### config.mk
export PLATFORM = sky130hd
export DESIGN_NAME = hall_pos_filter
export DESIGN_NICKNAME = d
export VERILOG_FILES = /design/src/rtl/hpf_pkg.sv /design/src/rtl/hpf_sync.sv /design/src/rtl/hpf_tick_gen.sv /design/src/rtl/hpf_blank.sv /design/src/rtl/hpf_debounce.sv /design/src/rtl/hall_pos_filter.sv
export SDC_FILE = /design/constraint.sdc
export NUM_CORES = 1
export LEC_CHECK = 0
export ABC_AREA = 1
export BUFFER_PORTS_ARGS = -buffer_cell sky130_fd_sc_hd__buf_2
export CAP_MARGIN = 10
export CORE_MARGIN = 4
export CORE_UTILIZATION = 43
export CTS_CLUSTER_SIZE = 24
export DETAILED_ROUTE_END_ITERATION = 10
export PLACE_DENSITY = 0.72
export SYNTH_ARGS = -nofsm -noshare
export SYNTH_HDL_FRONTEND = slang
export SYNTH_SLANG_ARGS = --single-unit
### constraint.sdc
create_clock -name clk -period 3.7 [get_ports clk]
set_input_delay 0.555 -clock clk [delete_from_list [all_inputs] [get_ports clk]]
set_output_delay 0.555 -clock clk [all_outputs]
set_load 0.05 [all_outputs]
### src/rtl/hpf_pkg.sv
package hpf_pkg;

   typedef enum logic [1:0] {
      SMP_PWM  = 2'b00,
      SMP_FREE = 2'b01,
      SMP_LOW  = 2'b10,
      SMP_NONE = 2'b11
   } smp_mode_e;

   localparam int unsigned MAX_DIV   = 128;
   localparam int unsigned PRE_W     = $clog2(MAX_DIV);

   // terminal count of the prescaler for each select code
   function automatic logic [PRE_W-1:0] div_last(input logic [1:0] sel);
      case (sel)
         2'b00:   div_last = PRE_W'(3);
         2'b01:   div_last = PRE_W'(7);
         2'b10:   div_last = PRE_W'(31);
         default: div_last = PRE_W'(127);
      endcase
   endfunction

endpackage

### src/rtl/hpf_sync.sv
module hpf_sync #(
   parameter int unsigned WIDTH  = 3,
   parameter int unsigned STAGES = 2
) (
   input  logic             clk,
   input  logic             rst_n,
   input  logic [WIDTH-1:0] d_async,
   output logic [WIDTH-1:0] q_sync
);

   logic [WIDTH-1:0] stage_q [STAGES];

   generate
      for (genvar s = 0; s < STAGES; s++) begin : g_stage
         if (s == 0) begin : g_first
            always_ff @(posedge clk) begin
               if (!rst_n) stage_q[s] <= '0;
               else        stage_q[s] <= d_async;
            end
         end else begin : g_next
            always_ff @(posedge clk) begin
               if (!rst_n) stage_q[s] <= '0;
               else        stage_q[s] <= stage_q[s-1];
            end
         end
      end
   endgenerate

   assign q_sync = stage_q[STAGES-1];

endmodule

### src/rtl/hpf_tick_gen.sv
module hpf_tick_gen
   import hpf_pkg::*;
(
   input  logic       clk,
   input  logic       rst_n,
   input  logic [1:0] clk_sel,
   output logic       tick
);

   logic [PRE_W-1:0] pre_q;
   logic [PRE_W-1:0] last;

   assign last = div_last(clk_sel);
   // >= so that a switch to a shorter period never overruns
   assign tick = (pre_q >= last);

   always_ff @(posedge clk) begin
      if (!rst_n)    pre_q <= '0;
      else if (tick) pre_q <= '0;
      else           pre_q <= pre_q + 1'b1;
   end

endmodule

### src/rtl/hpf_blank.sv
module hpf_blank #(
   parameter int unsigned DLY_W = 7
) (
   input  logic             clk,
   input  logic             rst_n,
   input  logic             pwm_on,
   input  logic             tick,
   input  logic [DLY_W-1:0] blank_dly,
   output logic             blanking
);

   logic             pwm_q;
   logic [DLY_W-1:0] left_q;

   always_ff @(posedge clk) begin
      if (!rst_n) begin
         pwm_q  <= 1'b0;
         left_q <= '0;
      end else begin
         pwm_q <= pwm_on;
         if (pwm_on && !pwm_q)            left_q <= blank_dly;
         else if (tick && left_q != '0)   left_q <= left_q - 1'b1;
      end
   end

   assign blanking = (left_q != '0);

endmodule

### src/rtl/hpf_debounce.sv
module hpf_debounce #(
   parameter int unsigned WIDTH = 3,
   parameter int unsigned CNT_W = 4
) (
   input  logic             clk,
   input  logic             rst_n,
   input  logic             smp_en,
   input  logic [WIDTH-1:0] smp,
   input  logic [CNT_W-1:0] need,
   output logic [WIDTH-1:0] pos,
   output logic             chg
);

   localparam logic [CNT_W-1:0] RUN_MAX = '1;

   logic [WIDTH-1:0] cand_q;
   logic [CNT_W-1:0] run_q;
   logic [CNT_W-1:0] run_nxt;

   always_comb begin
      if (smp != cand_q)        run_nxt = CNT_W'(1);
      else if (run_q == RUN_MAX) run_nxt = RUN_MAX;
      else                      run_nxt = run_q + 1'b1;
   end

   always_ff @(posedge clk) begin
      if (!rst_n) begin
         cand_q <= '0;
         run_q  <= '0;
         pos    <= '0;
         chg    <= 1'b0;
      end else begin
         chg <= 1'b0;
         if (smp_en) begin
            cand_q <= smp;
            run_q  <= run_nxt;
            if (run_nxt >= need && smp != pos) begin
               pos <= smp;
               chg <= 1'b1;
            end
         end
      end
   end

endmodule

### src/rtl/hall_pos_filter.sv
module hall_pos_filter
   import hpf_pkg::*;
#(
   parameter int unsigned HALL_W      = 3,
   parameter int unsigned SYNC_STAGES = 2,
   parameter int unsigned CNT_W       = 4,
   parameter int unsigned DLY_W       = 7
) (
   input  logic              clk,
   input  logic              rst_n,
   input  logic [HALL_W-1:0] hall_in,
   input  logic              pwm_on,
   input  logic              lowside_on,
   input  logic              det_en,
   input  logic [1:0]        clk_sel,
   input  logic [1:0]        samp_mode,
   input  logic [CNT_W-1:0]  match_cnt,
   input  logic [DLY_W-1:0]  blank_dly,
   output logic [HALL_W-1:0] pos_out,
   output logic              pos_chg
);

   generate
      if (HALL_W < 1)      begin : g_bad_w    $error("HALL_W must be at least 1"); end
      if (SYNC_STAGES < 2) begin : g_bad_sync $error("SYNC_STAGES must be at least 2"); end
      if (CNT_W < 1)       begin : g_bad_cnt  $error("CNT_W must be at least 1"); end
      if (DLY_W < 1)       begin : g_bad_dly  $error("DLY_W must be at least 1"); end
   endgenerate

   logic [HALL_W-1:0] hall_s;
   logic              tick;
   logic              blanking;
   logic              gate;
   logic              smp_en;
   logic [CNT_W-1:0]  need;
   smp_mode_e         mode;

   hpf_sync #(.WIDTH(HALL_W), .STAGES(SYNC_STAGES)) i_sync (
      .clk(clk), .rst_n(rst_n), .d_async(hall_in), .q_sync(hall_s));

   hpf_tick_gen i_tick (
      .clk(clk), .rst_n(rst_n), .clk_sel(clk_sel), .tick(tick));

   hpf_blank #(.DLY_W(DLY_W)) i_blank (
      .clk(clk), .rst_n(rst_n), .pwm_on(pwm_on), .tick(tick),
      .blank_dly(blank_dly), .blanking(blanking));

   assign mode = smp_mode_e'(samp_mode);

   always_comb begin
      case (mode)
         SMP_PWM:  gate = pwm_on;
         SMP_FREE: gate = 1'b1;
         SMP_LOW:  gate = lowside_on;
         default:  gate = 1'b0;
      endcase
   end

   assign smp_en = tick && gate && !blanking && det_en;
   assign need   = (match_cnt == '0) ? CNT_W'(1) : match_cnt;

   hpf_debounce #(.WIDTH(HALL_W), .CNT_W(CNT_W)) i_deb (
      .clk(clk), .rst_n(rst_n), .smp_en(smp_en), .smp(hall_s),
      .need(need), .pos(pos_out), .chg(pos_chg));

endmodule

Word-level counts from Yosys, hierarchy flattened:

Memories as Yosys holds them, arrays and structs flattened.
Cells that the tools add are included.

* register bits after elaboration: 26
* memory bits (writable): 6
* logic and storage cells: 51
* memories: 1

* add/subtract/negate cells: 3
* magnitude comparators: 2
* equality and inequality tests: 7
* muxes and demuxes: 12
* bitwise operators: 3
* reduce and logical (&&, ||, !) cells: 16

Memories
* i_sync.stage_q: words 2, width 3, rd ports 2, clocked after memory_dff 0, write ports 2, RTL line hpf_sync.sv:11 `logic [WIDTH-1:0] stage_q [STAGES];`

Operators with widths (number)
* 7-bit one-hot mux with 3 select lines: 1
* 7-bit 2-to-1 mux: 2
* 4-bit 2-to-1 mux: 3
* 7-bit by 1-bit adder with 7-bit output, second input constant: 1
* 7-bit greater-or-equal comparator: 1
* 7-bit nonzero test: 1
* 7-bit by 1-bit subtractor with 7-bit output, second input constant: 1
* 1-bit logical AND: 6
* 3-bit 2-to-1 mux: 2
* 3-bit != test: 2
* 4-bit by 1-bit adder with 4-bit output, second input constant: 1
* 2-bit by 1-bit equality test with 1-bit output, second input constant: 2
* 2-bit equality test, second input constant: 2
* 4-bit equality test, second input constant: 1
* 4-bit greater-or-equal comparator: 1
* 2-bit logical NOT: 2
* 4-bit logical NOT: 1
* 2-bit AND reduction: 2
* 1-bit 2-to-1 mux: 3
* 1-bit one-hot mux with 3 select lines: 1
* 1-bit logical NOT: 2
* 1-bit OR: 2
* 2-bit nonzero test: 1
* 2-bit OR reduction: 1
* 1-bit NOT: 1

Longest topological paths before layout:

Gate-level depths: netlist of run 1.

* depth in word-level cells: 7
* gate-level depth with buffers: 15
* gate-level depth less buffers: 15

Cells and area by module:

From an unflattened synthesis of run 1, not the netlist that was laid out.

* cell total of the unflattened synthesis: 299
* area total of the unflattened synthesis: 2005.7 µm²

Modules (own cells, without submodules)
* hpf_debounce: instances 1, cells each 103, area each 689.4 µm², sequential area each 220.2 µm²
* hpf_blank: instances 1, cells each 97, area each 609.3 µm², sequential area each 160.2 µm²
* hpf_tick_gen: instances 1, cells each 66, area each 471.7 µm², sequential area each 140.1 µm²
* hpf_sync: instances 1, cells each 18, area each 165.2 µm², sequential area each 120.1 µm²
* hall_pos_filter: instances 1, cells each 15, area each 70.1 µm², sequential area each 0.0 µm²

Worst setup path before layout of run 1:

No wires, ideal clock.

* kind: in2reg
* from: in clk_sel[1]
* to: reg i_blank.left_q[2]
* library setup time: 113 ps
* data arrival time: 1679 ps
* required time: 3587 ps
* slack: 1908 ps
* cell stages on the path: 9
* path buffers: 0
* cell sequence: nand2_1 > ha_1 > a21o_1 > nor2_1 > nand2_2 > nand2_2 > nand2_4 > nor2_1 > nor2_1

* cells in the longest elaborated chain, start to end: 5

Ends and longest elaborated chain
* start: declaration: RTL line hall_pos_filter.sv:15 `input logic [1:0] clk_sel,`
* 2-bit equality test, or another cell as far along: RTL line hpf_pkg.sv:15 `case (sel)`
* 7-bit one-hot mux with 3 select lines *: RTL line hpf_pkg.sv:15
* 7-bit greater-or-equal comparator *: RTL line hpf_tick_gen.sv:15 `assign tick = (pre_q >= last);`
* 1-bit logical AND *: RTL line hpf_blank.sv:22 `else if (tick && left_q != '0) left_q <= left_q - 1'b1;`
* 2-bit nonzero test (no source line) *
* end signal: assignment: RTL line hpf_blank.sv:21 `if (pwm_on && !pwm_q) left_q <= blank_dly;`
* end signal: assignment: RTL line hpf_blank.sv:22
* end: declaration: RTL line hpf_blank.sv:13 `logic [DLY_W-1:0] left_q;`

Every way passes the cells marked *; elsewhere a longest branch is shown, timed or not.
A chain may end at the register's enable or synchronous reset.

Worst setup path after layout of run 1:

* from: reg i_deb.run_q[0]
* to: reg i_deb.pos[2]

* cells in the longest elaborated chain, start to end: 6

Ends and longest elaborated chain
* start: declaration: RTL line hpf_debounce.sv:17 `logic [CNT_W-1:0] run_q;`
* start signal: assignment: RTL line hpf_debounce.sv:36 `run_q <= run_nxt;`
* 4-bit by 1-bit adder with 4-bit output / 4-bit equality test (equally long branches): RTL line hpf_debounce.sv:23, hpf_debounce.sv:22
* 4-bit 2-to-1 mux *: RTL line hpf_debounce.sv:22 `else if (run_q == RUN_MAX) run_nxt = RUN_MAX;`
* 4-bit 2-to-1 mux *: RTL line hpf_debounce.sv:21 `if (smp != cand_q) run_nxt = CNT_W'(1);`
* named net i_deb.run_nxt[3]: RTL line hpf_debounce.sv:18 `logic [CNT_W-1:0] run_nxt;`
* 4-bit greater-or-equal comparator *: RTL line hpf_debounce.sv:37 `if (run_nxt >= need && smp != pos) begin`
* 1-bit logical AND *: RTL line hpf_debounce.sv:37
* 2-bit AND reduction (no source line) *
* end signal: assignment: RTL line hpf_debounce.sv:38 `pos <= smp;`
* end: declaration: RTL line hpf_debounce.sv:10 `output logic [WIDTH-1:0] pos,`

Mark *: on every way through the listed nets, which the timed path passes. The rest lies on a longest branch.

==> results_dict.tcl, run 1 <==
set metrics [dict create \
    worstHoldStart "i_sync.stage_q[0][0]" \
    dpl.hpwl_um 2700 \
    yosysUniqueCellTypes 27 \
    grtUsageTotal_pct 14.3 \
    placed_cells 339 \
    ant_nets 0 \
    ys_seq_area_share_pct 34.5 \
    vias 1647 \
    synth_seq_cells 32 \
    final_net_count 332 \
    whs_ns 0.417 \
    final_cell_mix "nand2_1, inv_1, nor2_1, dfxtp_1, buf_2" \
    layout-drive-gt1-share_pct 16.8 \
    routedWlPerCell_um 9.94 \
    status "finished clean" \
    relSlewSlack_pct 74.3 \
    coreArea_sq_mm 0.00409 \
    root_buffer "clkbuf_8" \
    drt_iter0_markers 67 \
    cts_setup_buffers 0 \
    synth_area_leaders "dfxtp_1, nand2_1, ha_1" \
    startpoint "i_deb.run_q[0]" \
    cap_violations 0 \
    die_x_um 73.7 \
    crit_arrival_ns 2.25 \
    critPathMaxFanout 4 \
    start_util_pct 45.5 \
    cts_made_buffers 5 \
    io_pins 27 \
    die-area_sq_mm 0.00544 \
    max-clock-path-buffers 2 \
    total_power_w 0.000779 \
    finalHoldViolCount 0 \
    die_h_um 73.7 \
    cp-end-kind "flop" \
    rsz0062_at_grt "no" \
    fin_skew_ns 0.00455 \
    wirelength_um 3450 \
    top_usage_layer "met2" \
    setup_violations 0 \
    worst_ep_required_time_ns 3.93 \
    cts_resized 0 \
    path_class "reg -> reg" \
    multi_input_area_sq_mm 0.00104 \
    grt_pass1_vias 1521 \
    min_period_ns 2.02 \
    viasPerCell 4.75 \
    use_met2_pct 23.2 \
    drt_first_pass_iters 4 \
    min_path_type "reg -> reg" \
    synth_cells 266 \
    path_clk_slew_ns 0.07 \
    drc 0 \
    h-tree-depth 2 \
    yosys_warnings 0 \
    vdd_drop_max_mv 0.196 \
    grt_antenna_before_repair 0 \
    gp_congestion 0.833 \
    max_freq_mhz 495 \
    reg2reg_from "i_deb.run_q[0]" \
    grt_max_degree 22 \
    setup-tns-final_ns 0 \
    grt-ovfl-total 0 \
    synth_top_area_cell "dfxtp_1" \
    cp-start-kind "flop" \
    seq_area_sq_um 641 \
    tightest_slew_ns 0.385 \
    io_buffers 26 \
    synth_fp_nets 302 \
    hold_buffers 0 \
    final_common_cell "nand2_1" \
    fillers 431 \
    clock-sinks 32 \
    clock_latency_ns 0.28 \
    synth_top_area_share_pct 34.5 \
    syn_area_sq_mm 0.00186 \
    p_per_area_mw_per_mm2 366 \
    avgSynthCellArea_sq_um 6.99 \
    cts_tree "yes" \
    num_rows 23 \
    grt_util_met3_pct 3.56 \
    post_layout_nonfiller_instances 347 \
    use_met1_pct 18.0 \
    diodes 0 \
    min_period_over_period_pct 54.6 \
    maxSlewViolCount 0 \
    area_growth_pct 14.7 \
    grt_pass1_wl_um 6170 \
    p_leak_nw 1.07 \
]
## worst max-delay path: stages, from the launching register on
cell and delay (ns):
dfxtp_1 0.38, ha_1 0.20, nand3_1 0.15, a21oi_1 0.26
ha_1 0.30, a21oi_1 0.15, nand3_1 0.08, nand2_1 0.12
inv_1 0.10, nand2_2 0.08, nand3_1 0.06, nand2_1 0.07
## per-layer routing
layer	vias to the layer above	share of wire (%)
met4	0	2.4
li1	894	-
met2	28	44
met5	-	0
met3	9	4.7
met1	716	49
## state kept, by name, summed over array words and instances, names as in the netlist
register,flops
i_tick.pre_q,7
i_deb.pos,3
i_deb.run_q,4
i_blank.left_q,7
i_deb.cand_q,3
i_sync.stage_q,6
i_deb.chg,1
i_blank.pwm_q,1
## final timing paths
check | end | slack, ns | cells after the start
max | i_deb.pos[2] | 1.68 | 11
min | i_sync.stage_q[1][0] | 0.42 | 2
min reg2reg | i_sync.stage_q[1][0] | 0.42 | 2
max reg2reg | i_deb.pos[2] | 1.68 | 11
## Yosys cell counts, drive strengths merged
master,count
nand2,69
inv,40
nor2,39
dfxtp,32
nand3,22
a21oi,13
ha,13
o21ai,11
xnor2,7
nand4,4
xor2,4
buf,2
nor3,2
a21boi,1
a21o,1
a31o,1
clkbuf,1
clkinv,1
mux2i,1
o21bai,1
or2,1
## stage by stage
step	setup slack, ns	instance area, sq um	utilization [%]
after floorplan	1.91	1860	-
after global placement	1.71	2040	49.8
after detailed placement	1.66	2040	49.8
after CTS	1.68	2130	52.1
after global routing	1.44	2130	52.1
final	1.68	2130	52.1
## area by class of cell
class / instances / area share [%]
clock buffers: 7 / 4.05
clock inverters: 1 / 0.352
inverters: 41 / 7.46
multi-input cells: 190 / 49.0
flip-flops and latches: 32 / 30.1
well taps: 50 / 2.94
repair buffers: 26 / 6.11
## cell families (layout without fill, tap and decap cells)
kind of cell             count (synthesis)  count (layout)  synth area share, %
flip-flops                              32              32                 34.5
XOR/XNOR                                11              11                 5.19
buffers and inverters                   44              75                 9.29
adder cells (fa/ha/maj)                 13              13                 8.75
AND/OR/NAND/NOR                        137             137                 33.6
AO/OA/AOI/OAI                           28              28                 8.15
multiplexers                             1               1                0.539
## power by group
part           internal, W  switching [W]  total (W)
Sequential        0.000359      0.0000123   0.000371
Clock             0.000151       0.000129   0.000280
Combinational    0.0000513      0.0000767   0.000128
Note: power is estimated with default switching activity, not from simulation.
==> inputs of run 2 (changes only) <==
- PLACE_DENSITY: 0.72 -> 0.74
- clock period: 3.7 -> 1.8 ns (I/O delays scaled with it)
==> run 2 against run 1 <==
Against the previous run: largest power group unchanged; sequential share of layout area decreased by 2.2 points; critical path depth increased by 3; sequential power increased by 110%.
==> results_dict.tcl, run 2 (synthesized netlist as in run 1, its figures left out) <==
set metrics [dict create \
    status "finished clean" \
    final_net_count 342 \
    cp-end-kind "flop" \
    die_x_um 73.7 \
    drc 0 \
    crit_path_max_incr_delay_ns 0.37 \
    crit_chain "buf_4 > nand3_2 > xor2_1 > a21oi_2 > ha_4 > nand2_1 > inv_1 > nand2_1 > nand3_2 > nand2_2 > inv_2 > nand4_1 > nand2_1 > nor2_1" \
    gp_congestion 0.832 \
    min_period_ns 1.76 \
    finalHoldViolCount 0 \
    grtUsageTotal_pct 15.0 \
    clock-sinks 32 \
    area_growth_pct 26.3 \
    maxSlewViolCount 0 \
    drt_iter0_markers 33 \
    layout-drive-gt1-share_pct 28.0 \
    cts_made_buffers 5 \
    ant_nets 0 \
    top_regs "i_blank.left_q x7, i_tick.pre_q x7, i_sync.stage_q x6" \
    min_period_over_period_pct 97.8 \
    worst_path_dominant_cell_family "simple AND/OR/NAND/NOR gates" \
    cts_tree "yes" \
    p_leak_nw 1.16 \
    cp_num_buf_inv 3 \
    post_layout_nonfiller_instances 357 \
    die-area_sq_mm 0.00544 \
    dpl.hpwl_um 2730 \
    max-clock-path-buffers 2 \
    grt_pass1_wl_um 6430 \
    io_pins 27 \
    min_path_type "in -> reg" \
    crit_arrival_ns 1.98 \
    diodes 0 \
    max_freq_mhz 568 \
    path_clk_slew_ns 0.06 \
    cpMostUsedCell "nand2_1" \
    vdd_drop_max_mv 0.513 \
    grt_antenna_before_repair 0 \
    io_buffers 26 \
    cp_slowest_cell "dfxtp_4" \
    final_common_cell "nand2_1" \
    wirelength_um 3700 \
    tightest_slew_ns 0.364 \
    drt_first_pass_iters 4 \
    clock_latency_ns 0.29 \
    cp-start-kind "flop" \
    rsz0062_at_grt "yes" \
    root_buffer "clkbuf_8" \
    placed_cells 347 \
    final_cell_mix "nand2_1, inv_1, nor2_1, buf_2, dfxtp_1" \
    cap_violations 0 \
    grt_max_degree 22 \
    path_class "reg -> reg" \
    fillers 381 \
    vias 1669 \
    multi_input_area_sq_mm 0.00115 \
    start_util_pct 45.5 \
    post-place-ws_ns -0.137 \
    critPathMaxFanout 3 \
    worst_ep_required_time_ns 2.02 \
    total_power_w 0.00172 \
    routedWlPerCell_um 10.4 \
    viasPerCell 4.68 \
    coreArea_sq_mm 0.00409 \
    grt-ovfl-total 0 \
    die_h_um 73.7 \
    relSlewSlack_pct 75.7 \
    num_rows 23 \
    setup_violations 0 \
    fin_skew_ns 0.00590 \
    seq_area_sq_um 654 \
    post-route-worst-setup-slack_ns 0.0400 \
    p_per_area_mw_per_mm2 731 \
    h-tree-depth 2 \
    grt_pass1_vias 1611 \
    setup-tns-final_ns 0 \
]
run 2: cell count changes in the layout (fill, tap and decap cells not counted), moves of 4 or more:
| cell | delta |
|---|---|
| buf_4 | +9 |
| dfxtp_1 | -9 |
| dfxtp_2 | +8 |
| a21oi_1 | -4 |
| nand3_1 | -4 |
| xnor2_1 | -4 |
| xnor2_2 | +4 |
run 2: cell type report:
type	instances	area share, %
repair buffers	36	8.90
clock buffers	6	3.09
multi-input cells	190	49.2
well taps	50	2.67
inverters	41	6.77
clock inverters	2	1.49
flip-flops and latches	32	27.9
run 2: final timing paths:
check	startpoint	endpoint	slack, ns	cells past startpoint
setup reg to reg	i_deb.run_q[0]	i_deb.pos[0]	0.04	14
setup / recovery	i_deb.run_q[0]	i_deb.pos[0]	0.04	14
hold / removal	hall_in[2]	i_sync.stage_q[0][2]	0.17	3
hold reg to reg	i_sync.stage_q[0][0]	i_sync.stage_q[1][0]	0.41	2
run 2: layer usage:
| metal | GRT usage (%) | part of all wire [%] | vias to the layer above |
|---|---|---|---|
| met5 | 0 | 0 | - |
| met4 | 5.43 | 1.4 | 0 |
| met3 | 3.83 | 3.5 | 5 |
| met2 | 26.5 | 48 | 26 |
| met1 | 17.4 | 47 | 722 |
| li1 | - | - | 916 |
run 2: report_power, final:
group	switching, W	internal, W
Sequential	0.0000253	0.000736
Clock	0.000262	0.000410
Combinational	0.000165	0.000117
run 2: timing repair:
item                                    CTS  global route
buffers inserted                          1             1
resized for setup                        13            18
hold buffers                              0             0
pin swaps                                 4             3
cloned                                    0             0
endpoints found under the setup margin    4             4
run 2: per-stage QoR:
step	util, %	hold slack, ns	cell area (sq um)
2_1_floorplan	-	0.363	1860
3_3_place_gp	51.3	0.393	2100
3_5_place_dp	51.3	0.399	2100
4_1_cts	55.4	0.156	2260
5_1_grt	57.4	0.162	2350
6_report	57.4	0.167	2350
run 2: worst reg2reg max path: cells and delay by family (launching register included):
family	cells	cell delay, ns
AOI/OAI and AO/OA	1	0.20
xor gates and xnor gates	1	0.15
adders and majority gates	1	0.24
buffers and inverters	3	0.19
DFF	1	0.37
and+or+nand+nor	8	0.55
